<file path="config.mk">
export PLATFORM = sky130hd
export DESIGN_NAME = rtc_calendar
export DESIGN_NICKNAME = d
export VERILOG_FILES = /design/src/rtl/rtc_pkg.sv /design/src/rtl/rtc_prescaler.sv /design/src/rtl/rtc_core.sv /design/src/rtl/rtc_host_regs.sv /design/src/rtl/rtc_calendar.sv
export SDC_FILE = /design/constraint.sdc
export NUM_CORES = 1
export LEC_CHECK = 0
export BUFFER_PORTS_ARGS = -buffer_cell sky130_fd_sc_hd__buf_4
export CAP_MARGIN = 25
export CORE_UTILIZATION = 46
export DETAILED_ROUTE_END_ITERATION = 7
export PLACE_DENSITY = 0.66
export SLEW_MARGIN = 25
export SYNTH_ARGS = -nofsm -noshare
export SYNTH_HDL_FRONTEND = slang
export SYNTH_SLANG_ARGS = --single-unit
</file>
<file path="constraint.sdc">
create_clock -name clk -period 9.1 [get_ports clk]
set_clock_uncertainty 0.05 [all_clocks]
set_input_delay 1.82 -clock clk [delete_from_list [all_inputs] [get_ports clk]]
set_output_delay 1.82 -clock clk [all_outputs]
set_load 0.01 [all_outputs]
</file>
<file path="src/rtl/rtc_pkg.sv">
package rtc_pkg;

  localparam int NUM_FIELDS = 7;
  localparam int BYTE_W     = 8;

  // field indices; host address of a field is index + 1
  localparam int F_SEC  = 0;
  localparam int F_MIN  = 1;
  localparam int F_HR   = 2;
  localparam int F_DOW  = 3;
  localparam int F_DATE = 4;
  localparam int F_MON  = 5;
  localparam int F_YR   = 6;

  // control register bit positions
  localparam int CTRL_FRZ = 0;
  localparam int CTRL_LCK = 1;
  localparam int CTRL_CAL = 2;
  localparam int CTRL_W   = 3;

  typedef logic [NUM_FIELDS-1:0][BYTE_W-1:0] rtc_time_t;

  // year 00, month 01, date 01, dow 01, 00:00:00
  localparam rtc_time_t TIME_RESET = {8'h00, 8'h01, 8'h01, 8'h01, 8'h00, 8'h00, 8'h00};

  function automatic logic [7:0] bcd_inc(input logic [7:0] v);
    if (v[3:0] == 4'd9) return {v[7:4] + 4'd1, 4'd0};
    return {v[7:4], v[3:0] + 4'd1};
  endfunction

  // tens*10 mod 4 equals 2 for odd tens, so divisibility by four
  // needs ones == 2 or 6 for odd tens, ones == 0, 4 or 8 for even tens
  function automatic logic is_leap(input logic [7:0] yr);
    if (yr[4]) return yr[1:0] == 2'b10;
    return yr[1:0] == 2'b00;
  endfunction

  function automatic logic [7:0] month_last(input logic [7:0] mon, input logic [7:0] yr);
    case (mon)
      8'h02:                      return is_leap(yr) ? 8'h29 : 8'h28;
      8'h04, 8'h06, 8'h09, 8'h11: return 8'h30;
      default:                    return 8'h31;
    endcase
  endfunction

endpackage

</file>
<file path="src/rtl/rtc_prescaler.sv">
// Divides the tick enable down to a one-second step pulse and exposes the
// prescaler bit that toggles at 512 Hz. TICKS_PER_SEC must be a power of
// two no smaller than 1024.
module rtc_prescaler #(
  parameter int TICKS_PER_SEC = 32768
) (
  input  logic clk,
  input  logic rst,
  input  logic tick_en,
  input  logic restart,
  output logic sec_pulse,
  output logic cal_phase
);

  localparam int CNT_W   = $clog2(TICKS_PER_SEC);
  localparam int CAL_BIT = CNT_W - 10;
  localparam logic [CNT_W-1:0] CNT_LAST = CNT_W'(TICKS_PER_SEC - 1);

  logic [CNT_W-1:0] cnt;

  always_ff @(posedge clk) begin
    if (rst || restart) begin
      cnt <= '0;
    end else if (tick_en) begin
      cnt <= (cnt == CNT_LAST) ? '0 : cnt + 1'b1;
    end
  end

  assign sec_pulse = tick_en && (cnt == CNT_LAST) && !restart;
  assign cal_phase = cnt[CAL_BIT];

endmodule

</file>
<file path="src/rtl/rtc_core.sv">
// Timekeeping core: BCD calendar state with one-second advance and a
// whole-state parallel load.
module rtc_core
  import rtc_pkg::*;
(
  input  logic      clk,
  input  logic      rst,
  input  logic      step,
  input  logic      load,
  input  rtc_time_t load_val,
  output rtc_time_t cur,
  output rtc_time_t adv
);

  logic sec_wrap, min_wrap, hr_wrap, date_wrap, mon_wrap;

  always_comb begin
    sec_wrap  = (cur[F_SEC] == 8'h59);
    min_wrap  = (cur[F_MIN] == 8'h59);
    hr_wrap   = (cur[F_HR] == 8'h23);
    date_wrap = (cur[F_DATE] == month_last(cur[F_MON], cur[F_YR]));
    mon_wrap  = (cur[F_MON] == 8'h12);
  end

  always_comb begin
    adv = cur;
    adv[F_SEC] = sec_wrap ? 8'h00 : bcd_inc(cur[F_SEC]);
    if (sec_wrap) begin
      adv[F_MIN] = min_wrap ? 8'h00 : bcd_inc(cur[F_MIN]);
      if (min_wrap) begin
        adv[F_HR] = hr_wrap ? 8'h00 : bcd_inc(cur[F_HR]);
        if (hr_wrap) begin
          adv[F_DOW]  = (cur[F_DOW] == 8'h07) ? 8'h01 : bcd_inc(cur[F_DOW]);
          adv[F_DATE] = date_wrap ? 8'h01 : bcd_inc(cur[F_DATE]);
          if (date_wrap) begin
            adv[F_MON] = mon_wrap ? 8'h01 : bcd_inc(cur[F_MON]);
            if (mon_wrap) begin
              adv[F_YR] = (cur[F_YR] == 8'h99) ? 8'h00 : bcd_inc(cur[F_YR]);
            end
          end
        end
      end
    end
  end

  always_ff @(posedge clk) begin
    if (rst) begin
      cur <= TIME_RESET;
    end else if (load) begin
      cur <= load_val;
    end else if (step) begin
      cur <= adv;
    end
  end

endmodule

</file>
<file path="src/rtl/rtc_host_regs.sv">
// Host-visible control register and holding bank with freeze and lock
// handshakes, plus the registered read mux.
module rtc_host_regs
  import rtc_pkg::*;
#(
  parameter int ADDR_W = 4
) (
  input  logic              clk,
  input  logic              rst,
  input  logic              host_we,
  input  logic [ADDR_W-1:0] host_addr,
  input  logic [7:0]        host_wdata,
  input  rtc_time_t         core_cur,
  input  rtc_time_t         core_adv,
  input  logic              core_step,
  output rtc_time_t         hold,
  output logic              rd_frz,
  output logic              wr_lck,
  output logic              cal_en,
  output logic              commit,
  output logic [7:0]        host_rdata
);

  localparam logic [ADDR_W-1:0] CTRL_ADDR = '0;

  logic      ctrl_we;
  logic      snapshot;
  logic      frozen;
  rtc_time_t snap_src;
  logic [7:0] rd_mux;

  assign ctrl_we  = host_we && (host_addr == CTRL_ADDR);
  assign snapshot = ctrl_we && host_wdata[CTRL_FRZ] && !rd_frz;
  assign commit   = ctrl_we && !host_wdata[CTRL_LCK] && wr_lck;
  assign frozen   = rd_frz || wr_lck;
  assign snap_src = core_step ? core_adv : core_cur;

  always_ff @(posedge clk) begin
    if (rst) begin
      rd_frz <= 1'b0;
      wr_lck <= 1'b0;
      cal_en <= 1'b0;
    end else if (ctrl_we) begin
      rd_frz <= host_wdata[CTRL_FRZ];
      wr_lck <= host_wdata[CTRL_LCK];
      cal_en <= host_wdata[CTRL_CAL];
    end
  end

  for (genvar i = 0; i < NUM_FIELDS; i++) begin : g_field
    localparam logic [ADDR_W-1:0] FIELD_ADDR = ADDR_W'(i + 1);
    logic field_we;
    assign field_we = host_we && (host_addr == FIELD_ADDR) && wr_lck;

    always_ff @(posedge clk) begin
      if (rst) begin
        hold[i] <= TIME_RESET[i];
      end else if (snapshot) begin
        hold[i] <= snap_src[i];
      end else if (field_we) begin
        hold[i] <= host_wdata;
      end else if (!frozen) begin
        hold[i] <= core_cur[i];
      end
    end
  end

  always_comb begin
    rd_mux = 8'h00;
    if (host_addr == CTRL_ADDR) begin
      rd_mux = {5'b00000, cal_en, wr_lck, rd_frz};
    end
    for (int i = 0; i < NUM_FIELDS; i++) begin
      if (host_addr == ADDR_W'(i + 1)) rd_mux = hold[i];
    end
  end

  always_ff @(posedge clk) begin
    if (rst) host_rdata <= 8'h00;
    else     host_rdata <= rd_mux;
  end

endmodule

</file>
<file path="src/rtl/rtc_calendar.sv">
// Top level: prescaler, timekeeping core, host register bank and the
// registered calibration output.
module rtc_calendar
  import rtc_pkg::*;
#(
  parameter int TICKS_PER_SEC = 32768,
  parameter int ADDR_W        = 4
) (
  input  logic              clk,
  input  logic              rst,
  input  logic              tick_en,
  input  logic              host_we,
  input  logic [ADDR_W-1:0] host_addr,
  input  logic [7:0]        host_wdata,
  output logic [7:0]        host_rdata,
  output logic              cal_out
);

  logic      sec_pulse;
  logic      cal_phase;
  logic      core_step;
  logic      commit;
  logic      rd_frz;
  logic      wr_lck;
  logic      cal_en;
  rtc_time_t core_time;
  rtc_time_t core_adv;
  rtc_time_t hold_time;

  assign core_step = sec_pulse && !wr_lck;

  rtc_prescaler #(
    .TICKS_PER_SEC(TICKS_PER_SEC)
  ) u_presc (
    .clk      (clk),
    .rst      (rst),
    .tick_en  (tick_en),
    .restart  (commit),
    .sec_pulse(sec_pulse),
    .cal_phase(cal_phase)
  );

  rtc_core u_core (
    .clk     (clk),
    .rst     (rst),
    .step    (core_step),
    .load    (commit),
    .load_val(hold_time),
    .cur     (core_time),
    .adv     (core_adv)
  );

  rtc_host_regs #(
    .ADDR_W(ADDR_W)
  ) u_regs (
    .clk       (clk),
    .rst       (rst),
    .host_we   (host_we),
    .host_addr (host_addr),
    .host_wdata(host_wdata),
    .core_cur  (core_time),
    .core_adv  (core_adv),
    .core_step (core_step),
    .hold      (hold_time),
    .rd_frz    (rd_frz),
    .wr_lck    (wr_lck),
    .cal_en    (cal_en),
    .commit    (commit),
    .host_rdata(host_rdata)
  );

  always_ff @(posedge clk) begin
    if (rst) cal_out <= 1'b0;
    else     cal_out <= cal_en && cal_phase;
  end

endmodule

</file>
# Word level (Yosys, flattened, before mapping)

Cells that the tools add are included.

Eq/ne operators: 35
Reduce and logical (&&, ||, !) cells: 32
$add $sub $neg: 15
Muxes and demuxes: 90

Operator list:

| operator              | count |
|---|---|
| $mux 8                | 50 |
| $mux 56               | 2 |
| $add 4x1->4 const B   | 14 |
| $mux 48               | 1 |
| $mux 40               | 1 |
| $mux 32               | 1 |
| $mux 1                | 31 |
| $eq 4x4->1 const B    | 7 |
| $eq 8x3->1 const B    | 3 |
| $logic_and 1x1->1     | 23 |
| $ne 3x2->1 const B    | 7 |
| $eq 4x3->1 const B    | 4 |
| $eq 8x5->1 const B    | 2 |
| $eq 8x7->1 const B    | 2 |
| $mux 16               | 1 |
| $pmux 8 s2            | 1 |
| $add 15x1->15 const B | 1 |
| $eq 15x15->1 const B  | 1 |
| $mux 15               | 1 |
| $eq 4x2->1 const B    | 2 |
| $eq 8x2->1 const B    | 1 |
| $eq 8x4->1 const B    | 1 |
| $eq 8x6->1 const B    | 1 |
| $eq 8x8->1            | 1 |
| 9 further kinds       | 13 |

Logic and storage cells: 192
Bits of input ports: 16
Flip-flop bits (word level): 139
Output and inout port bits: 9

# Depth between registers and ports, before layout

Gate-level depths: netlist (run 1).

Word-level depth: 20
Gate-level depth with buffers: 11
Mapped depth without buffers: 9

# Cells and area by module

From an unflattened synthesis (run 1), not the netlist that was laid out.

Cell total of the unflattened synthesis: 1,306
Area total of the unflattened synthesis: 10,212.3 um^2

Modules (own cells, without submodules):

| module        | instances | seq. area each (um^2) | area each (um^2) | cells an instance |
|---|---|---|---|---|
| rtc_host_regs | 1         | 1,341.3               | 4,868.4          | 583 |
| rtc_core      | 1         | 1,121.1               | 4,605.7          | 642 |
| rtc_prescaler | 1         | 300.3                 | 703.2            | 78 |
| rtc_calendar  | 1         | 20.0                  | 35.0             | 3 |

# Worst setup path before layout (run 1)

OpenSTA, ideal clock, no wires.

Path kind: input to register
Start point: in tick_en
End point: reg u_regs.hold[55] (netlist bit)
Required time: 8.918 ns
Arrival: 3.809 ns
Setup slack: 5.109 ns
Stages: 8
Library setup time: 0.132 ns
Path through: nand3_1 or3_1 clkbuf_1 or4_4 a2111oi_4 a21oi_1 nor4_1 nor3_1

Word-level cells in the longest chain between the ends: 5

Ends and longest elaborated chain:

| element                         | RTL line            | source |
|---|---|---|
| from (decl)                     | rtc_calendar.sv:11  | `input logic tick_en,` |
| $logic_and 1x1->1 (2 in a row)  | rtc_prescaler.sv:29 | `assign sec_pulse = tick_en && (cnt == CNT_LAST) && !restart;` |
| $logic_and 1x1->1               | rtc_calendar.sv:30  | `assign core_step = sec_pulse && !wr_lck;` |
| $mux 56                         | --                  |  |
| $mux 8                          | rtc_host_regs.sv:58 | `end else if (snapshot) begin` |
| to (signal, indexed assignment) | rtc_host_regs.sv:57 | `hold[i] <= TIME_RESET[i];` |
| to (signal, indexed assignment) | rtc_host_regs.sv:59 | `hold[i] <= snap_src[i];` |
| to (signal, indexed assignment) | rtc_host_regs.sv:61 | `hold[i] <= host_wdata;` |
| to (decl)                       | rtc_host_regs.sv:16 | `output rtc_time_t hold,` |

Every way passes these cells.
A chain may end at the register's enable or synchronous reset.

# Worst setup path after layout (run 1)

Start point: in tick_en
End point: reg u_regs.hold[49] (netlist bit)

Same word-level chain as after synthesis.

==> impl_results.md, run 1 <==
* DR DRC count at 0
* Via count at ~8,100
* Ys flop type: dfxtp_1
* Global route total overflow at 0
* Synth top area share at between 30% and 40%
* Setup repair after global routing missed its margin: no
* Critical path depth at 8
* Final Core Density at between 50% and 60%
* Area contributors post-synth: dfxtp_1 (33%), nor2_1 (7.2%), nand2_1 (5.4%), a211oi_1 (4.7%), mux2i_1 (3.5%)
* Synth Cell Area at around 8300 µm²
* Max Slew Vio Count at 0
* Post-CTS setup repair buffer count at 0
* Mapped Nets at about 1,100
* Cts repair resizes at 0
* Main combinational cell family by area after synthesis: simple AND/OR/NAND/NOR gates
* Simple-gate share of the synthesized area at 26.3%
* Port bufs at 24
* #FFs+latches synth at between 100 and 150
* Post-synth top area cell: dfxtp_1
* Core area at between 15,000 and 20,000 µm²
* CP max-delay cell: a2111oi_4
* Initial Util at between 40% and 50%
* GRT Util Overall at 29.5%
* CP peak stage delay at around 0.83 ns
* Slew Limit Headroom at 33.2%
* Starting DRC count in detailed routing at between 800 and 900
* Fin crit period at around 4.5 ns
* Hold Crit Class: reg2reg
* Endpoints failing setup at 0
* Routed len/inst at ~21 µm
* DPL Wire Length at roughly 18,000 µm
* First-pass DRT Iterations at 5
* Async SR Flop Fraction at 0%
* Synth Area in Adders at under 10%
* Clock root buffer master: clkbuf_16
* Hold violation count in the final report at 0
* Ys Warns at 0
* CTS tree: done
* Critical path type: in2reg
* Met1 global-route usage at between 40% and 50%
* Pin count of the biggest net entering global routing at 81
* Post-synthesis average cell area at ~8 µm²
* Worst r2r src: u_core.cur[44]
* Crit path max-delay family: simple AND/OR/NAND/NOR gates
* RR Endpoint: u_regs.hold[45]
* CP arrival at 4.81 ns
* Sequential element share of the synthesized area at between 30% and 40%
* Gate Count Post-Synth at 1,057
* CP Launch Type: input port
* Final worst path period share at 49.7%
* Gpl congestion at 0.881
* M3 GR Usage at under 10%
* Max IR drop VDD at about 130 µV
* Layer with the highest usage: met2
* Die X at around 140 µm
* Final nets at 1,075
* LEAKAGE at between 3 and 4 nW
* Commonest non-fill, non-tap cell in the layout: nor2_1
* Hold buffer count at cts at 0
* CTS buffer count at 17
* Req. time, crit path at around 9.4 ns
* Die extent in y at around 140 µm
* I/O pin cnt at 25
* Commonest cells after routing, fill and taps aside: nor2_1 (159), dfxtp_1 (139), nand2_1 (119)
* First-pass GRT wire length at roughly 41,000 µm
* Worst setup path end: u_regs.hold[49]
* Crit. Startpoint: tick_en
* Post-Route WL at around 26,000 µm
* Die area at approximately 19,000 µm²
* Worst R2R Path Depth at 9
* Initial antenna violation count at 1
* Status: finished clean
* H-tree Lvls at 4
* Met2 global-route usage at a little over two fifths
* Row count at 48
* Total Neg Setup Slack at 0 ns
* # clock sinks at roughly 140
* Clk slew on worst S/H paths at about 0.06 ns
* Max-Cap Viols at 0
* Layout cell share with drive strength beyond 1 at approximately 10%
* Routed Antenna Nets at 0
* Syn-to-layout area delta at 9.88%
* Clock Latency Late Sink at 0.43 ns
* Post-Synth XOR/XNOR Area at between 2 and 3%
* FF-to-FF setup slack at approximately 5.5 ns
* Post-synth EDFFs at 0
* Routed vias/inst at between 6 and 7
* Worst-path cell chain: buf_4, nand3_1, nor4_1, nand4_1, a2111oi_4, nor3b_2, mux2i_1, a221oi_2
* Compound-gate portion of the synthesized area at between 20% and 30%
* Crit path max fanout at 12
* Number of global-route vias before repair at 7,255
* Crit. End Element: flop
* PwrDens at 151 nW/µm²
* Worst-Margin Slew at ~0.99 ns
* WP buf/inv at 1
* Clk buf depth at 2
* Mux contribution to synthesized area at about 6%
* Max Clock Freq at between 0.2 and 0.25 GHz
* Post-synth cell types at just under 80
[worst reg2reg max path, cell delays in order (launching register included)]
cell and delay (ns):
dfxtp_1 0.36, inv_1 0.12, ha_1 0.21, nand4bb_1 0.20, or4b_2 0.67, a21o_1 0.24, a21oi_1 0.78, nand3_1 0.36
mux2i_1 0.35, o32ai_1 0.13
[sequential cells by signal, indices dropped and copies added (netlist names)]
name / cells
u_regs.hold: 56
u_regs.wr_lck: 1
cal_out: 1
u_regs.cal_en: 1
u_regs.rd_frz: 1
u_regs.host_rdata: 8
u_core.cur: 56
u_presc.cnt: 15
[logic make-up (layout without fill, tap and decap cells)]
family | Yosys count | in the layout
DFF | 139 | 139
xor gates and xnor gates | 27 | 27
muxes | 42 | 42
adders and majority gates | 23 | 23
and+or+nand+nor | 459 | 459
other | 0 | 1
buffers and inverters | 97 | 89
AOI/OAI and AO/OA | 270 | 270
[worst min-delay path by stage]
stage / from / end / depth (start not counted)
detailed placement: u_regs.hold[20] / u_core.cur[20] / 2
floorplan: u_regs.hold[20] / u_core.cur[20] / 2
global route: u_regs.hold[20] / u_core.cur[20] / 2
finish: u_regs.hold[21] / u_core.cur[21] / 2
global placement: u_regs.hold[20] / u_core.cur[20] / 2
CTS: u_regs.hold[21] / u_core.cur[21] / 2
[final cells by class]
| type | instances | area, µm² |
|---|---|---|
| Timing Repair Buffer | 36 | 270 |
| Sequential cell | 139 | 2780 |
| Tap cell | 225 | 282 |
| Fill cell | 1663 | 8320 |
| Multi-Input combinational cell | 821 | 5150 |
| Antenna cell | 1 | 2.50 |
| Inverter | 21 | 78.8 |
| Clock buffer | 22 | 474 |
| Clock inverter | 10 | 115 |
[power by group]
| part | switching (mW) | internal [mW] |
|---|---|---|
| Sequential | 0.00477 | 0.613 |
| Clock | 0.276 | 0.425 |
| Combinational | 0.0463 | 0.0191 |
[synthesized netlist by cell type, drive strengths merged, types with 11 or more instances]
cell type	count
nor2	159
dfxtp	139
nand2	119
clkbuf	63
a21oi	55
a211oi	52
o21ai	41
nor3	40
nand3	31
mux2i	29
ha	23
inv	21
a221oi	17
a22oi	14
nor2b	14
o22ai	14
xor2	14
buf	13
nand4	13
nor4	13
xnor2	13
o211ai	12
a311oi	11
[routing by layer]
layer  routed length (µm)  vias to the layer above
met2                11500                      416
met5                    0                        -
met4                  867                        0
met3                 2260                       60
li1                     -                     3847
met1                11900                     3801
[per-stage QoR]
stage	power (mW)	worst slack, ns	std cells	instance area [µm²]	hold slack (ns)
finish	1.38	4.58	1275	9160	0.431
global route	1.42	4.42	1274	9150	0.454
CTS	1.39	4.66	1274	9150	0.429
detailed placement	0.695	4.25	1242	8560	0.413
global placement	0.695	4.42	1242	8560	0.413
floorplan	0.668	5.11	1057	8330	0.392
(Power assumes the default switching activity.)
==> run 2, diff against run 1 <==
==> constraint.sdc (replaced) <==
create_clock -name clk -period 4.4 [get_ports clk]
set_clock_uncertainty 0.05 [all_clocks]
set_input_delay 0.88 -clock clk [delete_from_list [all_inputs] [get_ports clk]]
set_output_delay 0.88 -clock clk [all_outputs]
set_load 0.01 [all_outputs]
==> run 2 against run 1 <==
Compared with the run above: sequential power increased by 110%; design area increased by 1.4%; worst hold slack improved by 0.014 ns; non-clock buffer count increased by 7; worst setup slack got worse by 3.5 ns; final cell count increased by 0.47%; via count decreased by 0.15%; count of clock-buffer cells in the layout decreased by 3; die area unchanged; global-route usage increased by 0.41 points; flip-flop and latch count unchanged; clock power increased by 130%.
==> impl_results.md, run 2 (synthesized netlist as in run 1, its figures left out) <==
* Routed Antenna Nets at 0
* Largest regs: u_core.cur x56, u_regs.hold x56, u_presc.cnt x15
* Die area at ~19,000 µm²
* Starting DRC count in detailed routing at about 830
* Cts repair resizes at 0
* Hold Crit Class: reg2reg
* Slew Limit Headroom at roughly two fifths
* Global route total overflow at 0
* CTS tree: done
* LEAKAGE at between 3 and 4 nW
* Worst-Margin Slew at slightly below 0.9 ns
* GRT Util Overall at 29.9%
* Row count at 48
* PwrDens at around 330 nW/µm²
* Max IR drop VDD at approximately 290 µV
* Post-Route WL at 26,700 µm
* CTS buffer count at 17
* Syn-to-layout area delta at 11.4%
* Commonest cells after routing, fill and taps aside: nor2_1 (159), dfxtp_1 (139), nand2_1 (119)
* Initial antenna violation count at 0
* Setup ws final at 1.04 ns
* CP arrival at around 3.7 ns
* Post-CTS setup repair buffer count at 0
* Crit path max fanout at 12
* Final nets at 1,082
* Gpl congestion at roughly 0.90
* Final worst path period share at 76.4%
* Req. time, crit path at between 4 and 5 ns
* Fin crit period at 3.36 ns
* Initial Util at a little under half
* Clock root buffer master: clkbuf_16
* Routed vias/inst at roughly 6.3
* DR DRC count at 0
* ANT cells at 0
* Clk buf depth at 2
* Total Neg Setup Slack at 0 ns
* Endpoints failing setup at 0
* Via count at about 8,100
* Layout cell share with drive strength beyond 1 at between 10% and 20%
* Clock Latency Late Sink at between 0.4 and 0.5 ns
* Worst slack at placement at a little over 0.9 ns
* Max Clock Freq at between 0.2 and 0.3 GHz
* Setup repair after global routing missed its margin: no
* Die X at between 100 and 150 µm
* Crit. End Element: flop
* Routed len/inst at 20.8 µm
* Max Slew Vio Count at 0
* Clk slew on worst S/H paths at around 0.06 ns
* Port bufs at 24
* First-pass DRT Iterations at 6
* I/O pin cnt at 25
* DPL Wire Length at between 15,000 and 20,000 µm
* Status: finished clean
* Total power at approximately 3.0 mW
* Max-Cap Viols at 0
* Core area at approximately 17,000 µm²
* Commonest non-fill, non-tap cell in the layout: nor2_1
* Critical path type: reg2reg
* Hold violation count in the final report at 0
* First-pass GRT wire length at between 40,000 and 50,000 µm
* Hold buffer count at cts at 0
* # clock sinks at between 100 and 150
* H-tree Lvls at 4
* Pin count of the biggest net entering global routing at a little over 60
* CP Launch Type: flop
* Die extent in y at roughly 140 µm
* Number of global-route vias before repair at approximately 7,500
run 2: cell types whose count changed in the layout (fill, tap and decap cells not counted):
cell	delta
inv_6	+3
diode_2	-1
clkinv_2	-1
clkbuf_1	-2
buf_4	+7
clkbuf_8	-1
clkinvlp_4	-2
bufinv_16	+3
run 2: layer usage:
layer / part of all wire, % / track usage, %
met2: 44 / 45.6
met1: 43 / 39.7
met4: 4.3 / 15.4
met3: 8.6 / 6.33
met5: 0 / 0
run 2: path summary, 6_finish.rpt:
path	from	to	slack, ns	cells past startpoint
hold reg to reg	u_presc.cnt[14]	u_presc.cnt[14]	0.44	2
setup reg to reg	u_core.cur[44]	u_regs.hold[50]	1.04	9
hold / removal	u_presc.cnt[14]	u_presc.cnt[14]	0.44	2
setup / recovery	u_core.cur[44]	u_regs.hold[50]	1.04	9
run 2: area by class of cell:
cell class	instances	area, µm²
repair buffers	43	323
fillers	1634	8200
flip-flops and latches	139	2780
inverters	21	78.8
clock buffers	19	453
multi-input cells	821	5150
clock inverters	13	211
well taps	225	282
run 2: per-stage QoR:
stage / std cells / utilization, % / hold WS [ns] / cell area [µm²]
2_1_floorplan: 1057 / - / 0.392 / 8330
3_3_place_gp: 1249 / 49.3 / 0.429 / 8620
3_5_place_dp: 1249 / 49.3 / 0.433 / 8620
4_1_cts: 1281 / 53.1 / 0.444 / 9280
5_1_grt: 1281 / 53.1 / 0.480 / 9280
6_report: 1281 / 53.1 / 0.445 / 9280
run 2: where the power goes:
part           switching (mW)  total [mW]  internal, mW
Sequential             0.0103        1.28          1.27
Clock                   0.586        1.63          1.04
Combinational          0.0976       0.138        0.0400
Total                   0.694        3.04          2.35
run 2: critical path, cell delays in order, from the launching register on:
cell and delay [ns]:
dfxtp_1 0.36, inv_1 0.13, ha_1 0.21, nand2b_1 0.07, o32a_2 0.36, or4b_4 0.59
a2111oi_4 0.80, nand3_2 0.15, or3_1 0.32, a211oi_1 0.23
==> run 3, diff against run 2 <==
--- a/config.mk
+++ b/config.mk
@@ -5,11 +5,12 @@
 export SDC_FILE = /design/constraint.sdc
 export NUM_CORES = 1
 export LEC_CHECK = 0
+export ABC_AREA = 1
 export BUFFER_PORTS_ARGS = -buffer_cell sky130_fd_sc_hd__buf_4
 export CAP_MARGIN = 25
 export CORE_UTILIZATION = 46
 export DETAILED_ROUTE_END_ITERATION = 7
-export PLACE_DENSITY = 0.66
+export PLACE_DENSITY = 0.68
 export SLEW_MARGIN = 25
 export SYNTH_ARGS = -nofsm -noshare
 export SYNTH_HDL_FRONTEND = slang
==> constraint.sdc (replaced) <==
create_clock -name clk -period 2.96 [get_ports clk]
set_clock_uncertainty 0.05 [all_clocks]
set_input_delay 0.592 -clock clk [delete_from_list [all_inputs] [get_ports clk]]
set_output_delay 0.592 -clock clk [all_outputs]
set_load 0.01 [all_outputs]
==> run 3 against run 2 <==
Compared with the run above: final cell count is 26% higher; core utilization is 0.40 points lower; worst hold slack got worse by 0.020 ns; clock power increased by 39%; power increased by 44%; synthesized area is 6.6% higher; count of clock-buffer cells in the layout up 4; via count rose by 15%; register-to-register slack lost 0.75 ns.
==> impl_results.md, run 3 <==
* Cts repair resizes at 0
* Core area at approximately 19,000 µm²
* First-pass GRT wire length at approximately 45,000 µm
* Hold Crit Class: reg2reg
* Routed len/inst at 17.7 µm
* Commonest cells after routing, fill and taps aside: nand2_1 (280), inv_1 (148), o21ai_0 (143)
* Clock root buffer master: clkbuf_16
* Post-synth top area cell: dfxtp_1
* Max IR drop VDD at roughly 410 µV
* Sequential element share of the synthesized area at a little under a third
* Post-CTS setup repair buffer count at 0
* Clk network pwr share at ~50%
* Sw Pwr at 1.01 mW
* Layout cell share with drive strength beyond 1 at between 10% and 20%
* Largest regs: u_core.cur x56, u_regs.hold x56, u_presc.cnt x15
* FF-to-FF setup slack at roughly 0.28 ns
* Initial Util at a little under half
* Mapped Nets at around 1,400
* Gate Count Post-Synth at 1,337
* P_int at 3.38 mW
* Switching share of total power at a little under a quarter
* Starting DRC count in detailed routing at 851
* Die extent in y at around 140 µm
* Status: finished clean
* Placed cells at around 1,600
* Hold depth at 2
* Async SR Flop Fraction at 0%
* Worst-Margin Slew at around 0.71 ns
* Crit. End Element: flop
* Pin count of the biggest net entering global routing at between 90 and 100
* Initial antenna violation count at 2
* Post-synthesis average cell area at between 6 and 7 µm²
* First-pass DRT Iterations at 5
* Number of global-route vias before repair at 8,296
* CTS buffer count at 17
* Synth Cell Area at around 9000 µm²
* Setup ws final at between 0.2 and 0.3 ns
* #FFs+latches synth at 139
* Min-Delay Endpoint: u_regs.hold[11]
* Met2 global-route usage at between 40% and 50%
* Seq pwr share at between 40% and 50%
* Max-Cap Viols at 0
* Leading cell types by count after synthesis: nand2_1 (280), inv_1 (149), o21ai_0 (143), dfxtp_1 (139), nand3_1 (119)
* Hold buffer count at cts at 0
* LEAKAGE at between 4 and 5 nW
* I/O pin cnt at 25
* Hold violation count in the final report at 0
* Syn-to-layout area delta at 11.8%
* Ys flop type: dfxtp_1
* Fin crit period at 2.68 ns
* Commonest non-fill, non-tap cell in the layout: nand2_1
* Max Slew Vio Count at 0
* DR DRC count at 0
* Gpl congestion at between 0.9 and 1
* Final nets at about 1,400
* Row count at 50
* Via count at ~9,300
* Most frequent cell after synthesis: nand2_1
* DPL Wire Length at just under 20,000 µm
* # clock sinks at between 100 and 150
* Fin cells at 1,617
* RR Endpoint: u_regs.hold[35]
* Port bufs at 24
* Die area at roughly 20,000 µm²
* Crit path max fanout at 11
* Clock Latency Late Sink at around 0.44 ns
* Post-synth cell types at ~50
* Synth top area share at 31.3%
* Total Neg Setup Slack at 0 ns
* Routed Antenna Nets at 0
* CTS tree: done
* Final worst path period share at 90.5%
* Clk buf depth at 2
* CP arrival at 2.93 ns
* Worst r2r src: u_core.cur[8]
* Final Hold Slack at roughly 0.43 ns
* Req. time, crit path at approximately 3.2 ns
* Layer with the highest usage: met2
* Ys Warns at 0
* Max Clock Freq at between 0.3 and 0.4 GHz
* Worst R2R Path Depth at 12
* Hold path startpoint: u_regs.hold[11]
* Post-synth EDFFs at 0
* Post-Route WL at ~29,000 µm
* Endpoints failing setup at 0
* GRT Util Overall at 29.6%
* Critical path type: reg2reg
* Global route total overflow at 0
* Setup repair after global routing missed its margin: no
* Logic pwr share at 5.1%
* Clk slew on worst S/H paths at around 0.06 ns
* M3 GR Usage at around 7%
* Die X at approximately 140 µm
* H-tree Lvls at 4
* Met1 global-route usage at slightly above 40%
* Routed vias/inst at roughly 5.7
* PwrDens at 442 nW/µm²
* Area contributors post-synth: dfxtp_1 (31%), nand2_1 (12%), o21ai_0 (8.1%), nand3_1 (6.7%), inv_1 (6.3%)
* Worst slack at placement at roughly 0.39 ns
* CP Launch Type: flop
* Slew Limit Headroom at 52.8%
==> run 3: cell types whose count changed after synthesis, moves of 52 or more <==
cell / delta
a21oi_1: +52
o21ai_0: +103
nand2_1: +161
nand3_1: +89
inv_1: +128
nor2_1: -84
==> run 3: area by class of cell <==
cell class | instances | area, µm²
fill | 1849 | 8900
clock buffer | 23 | 498
sequential | 139 | 2780
timing repair buffer | 47 | 365
tap | 260 | 325
clock inverter | 7 | 113
antenna | 1 | 2.50
inverter | 167 | 629
multi-input combinational | 973 | 5210
==> run 3: logic make-up after synthesis <==
| logic type | after synthesis | synth area share [%] |
|---|---|---|
| buffers and inverters | 225 | 9.99 |
| AOI/OAI and AO/OA | 364 | 23.4 |
| adders and majority gates | 23 | 3.24 |
| and+or+nand+nor | 568 | 30.3 |
| DFF | 139 | 31.3 |
| xor gates and xnor gates | 18 | 1.78 |
==> run 3: per-layer routing <==
metal	routed length [µm]	vias to the layer above
li1	-	4523
met1	12400	4237
met2	12400	465
met3	2910	63
met4	995	2
met5	18	-
==> run 3: power by group through the flow <==
| stage | registers (mW) | logic, mW | clock network [mW] |
|---|---|---|---|
| after floorplan | 1.94 | 0.123 | 0 |
| after global placement | 1.94 | 0.218 | 0 |
| after detailed placement | 1.94 | 0.219 | 0 |
| after CTS | 1.90 | 0.220 | 2.28 |
| after global routing | 1.90 | 0.243 | 2.37 |
| final | 1.90 | 0.226 | 2.26 |
==> run 3: worst max path at each step <==
stage                      end  slack [ns]           from  cells after the start
2_1_floorplan   u_core.cur[13]        0.95   host_addr[3]                     10
5_1_grt        u_regs.hold[35]        0.12  u_core.cur[8]                     12
6_report       u_regs.hold[35]        0.28  u_core.cur[8]                     12
3_5_place_dp   u_regs.hold[45]        0.39  u_core.cur[0]                     12
3_3_place_gp   u_regs.hold[35]        0.39  u_core.cur[8]                     12
4_1_cts        u_regs.hold[35]        0.37  u_core.cur[8]                     12
==> run 3: through the flow <==
| stage | power [mW] | instance area, µm² | utilization [%] |
|---|---|---|---|
| floorplan | 2.06 | 8880 | - |
| global placement | 2.16 | 9310 | 49.5 |
| detailed placement | 2.16 | 9310 | 49.5 |
| CTS | 4.40 | 9920 | 52.7 |
| global route | 4.51 | 9930 | 52.7 |
| finish | 4.39 | 9930 | 52.7 |
==> run 3: worst max-delay path, stage by stage, from the launching register on <==
cell and delay, ns:
dfxtp_1 0.45, ha_1 0.20, nand3_2 0.13, inv_2 0.13, nand2_1 0.16, nor2_4 0.24, inv_2 0.09, nor2_2 0.54
nand2_1 0.11, o21ai_1 0.19, o21ai_1 0.09, nand2_1 0.10, a21oi_1 0.05
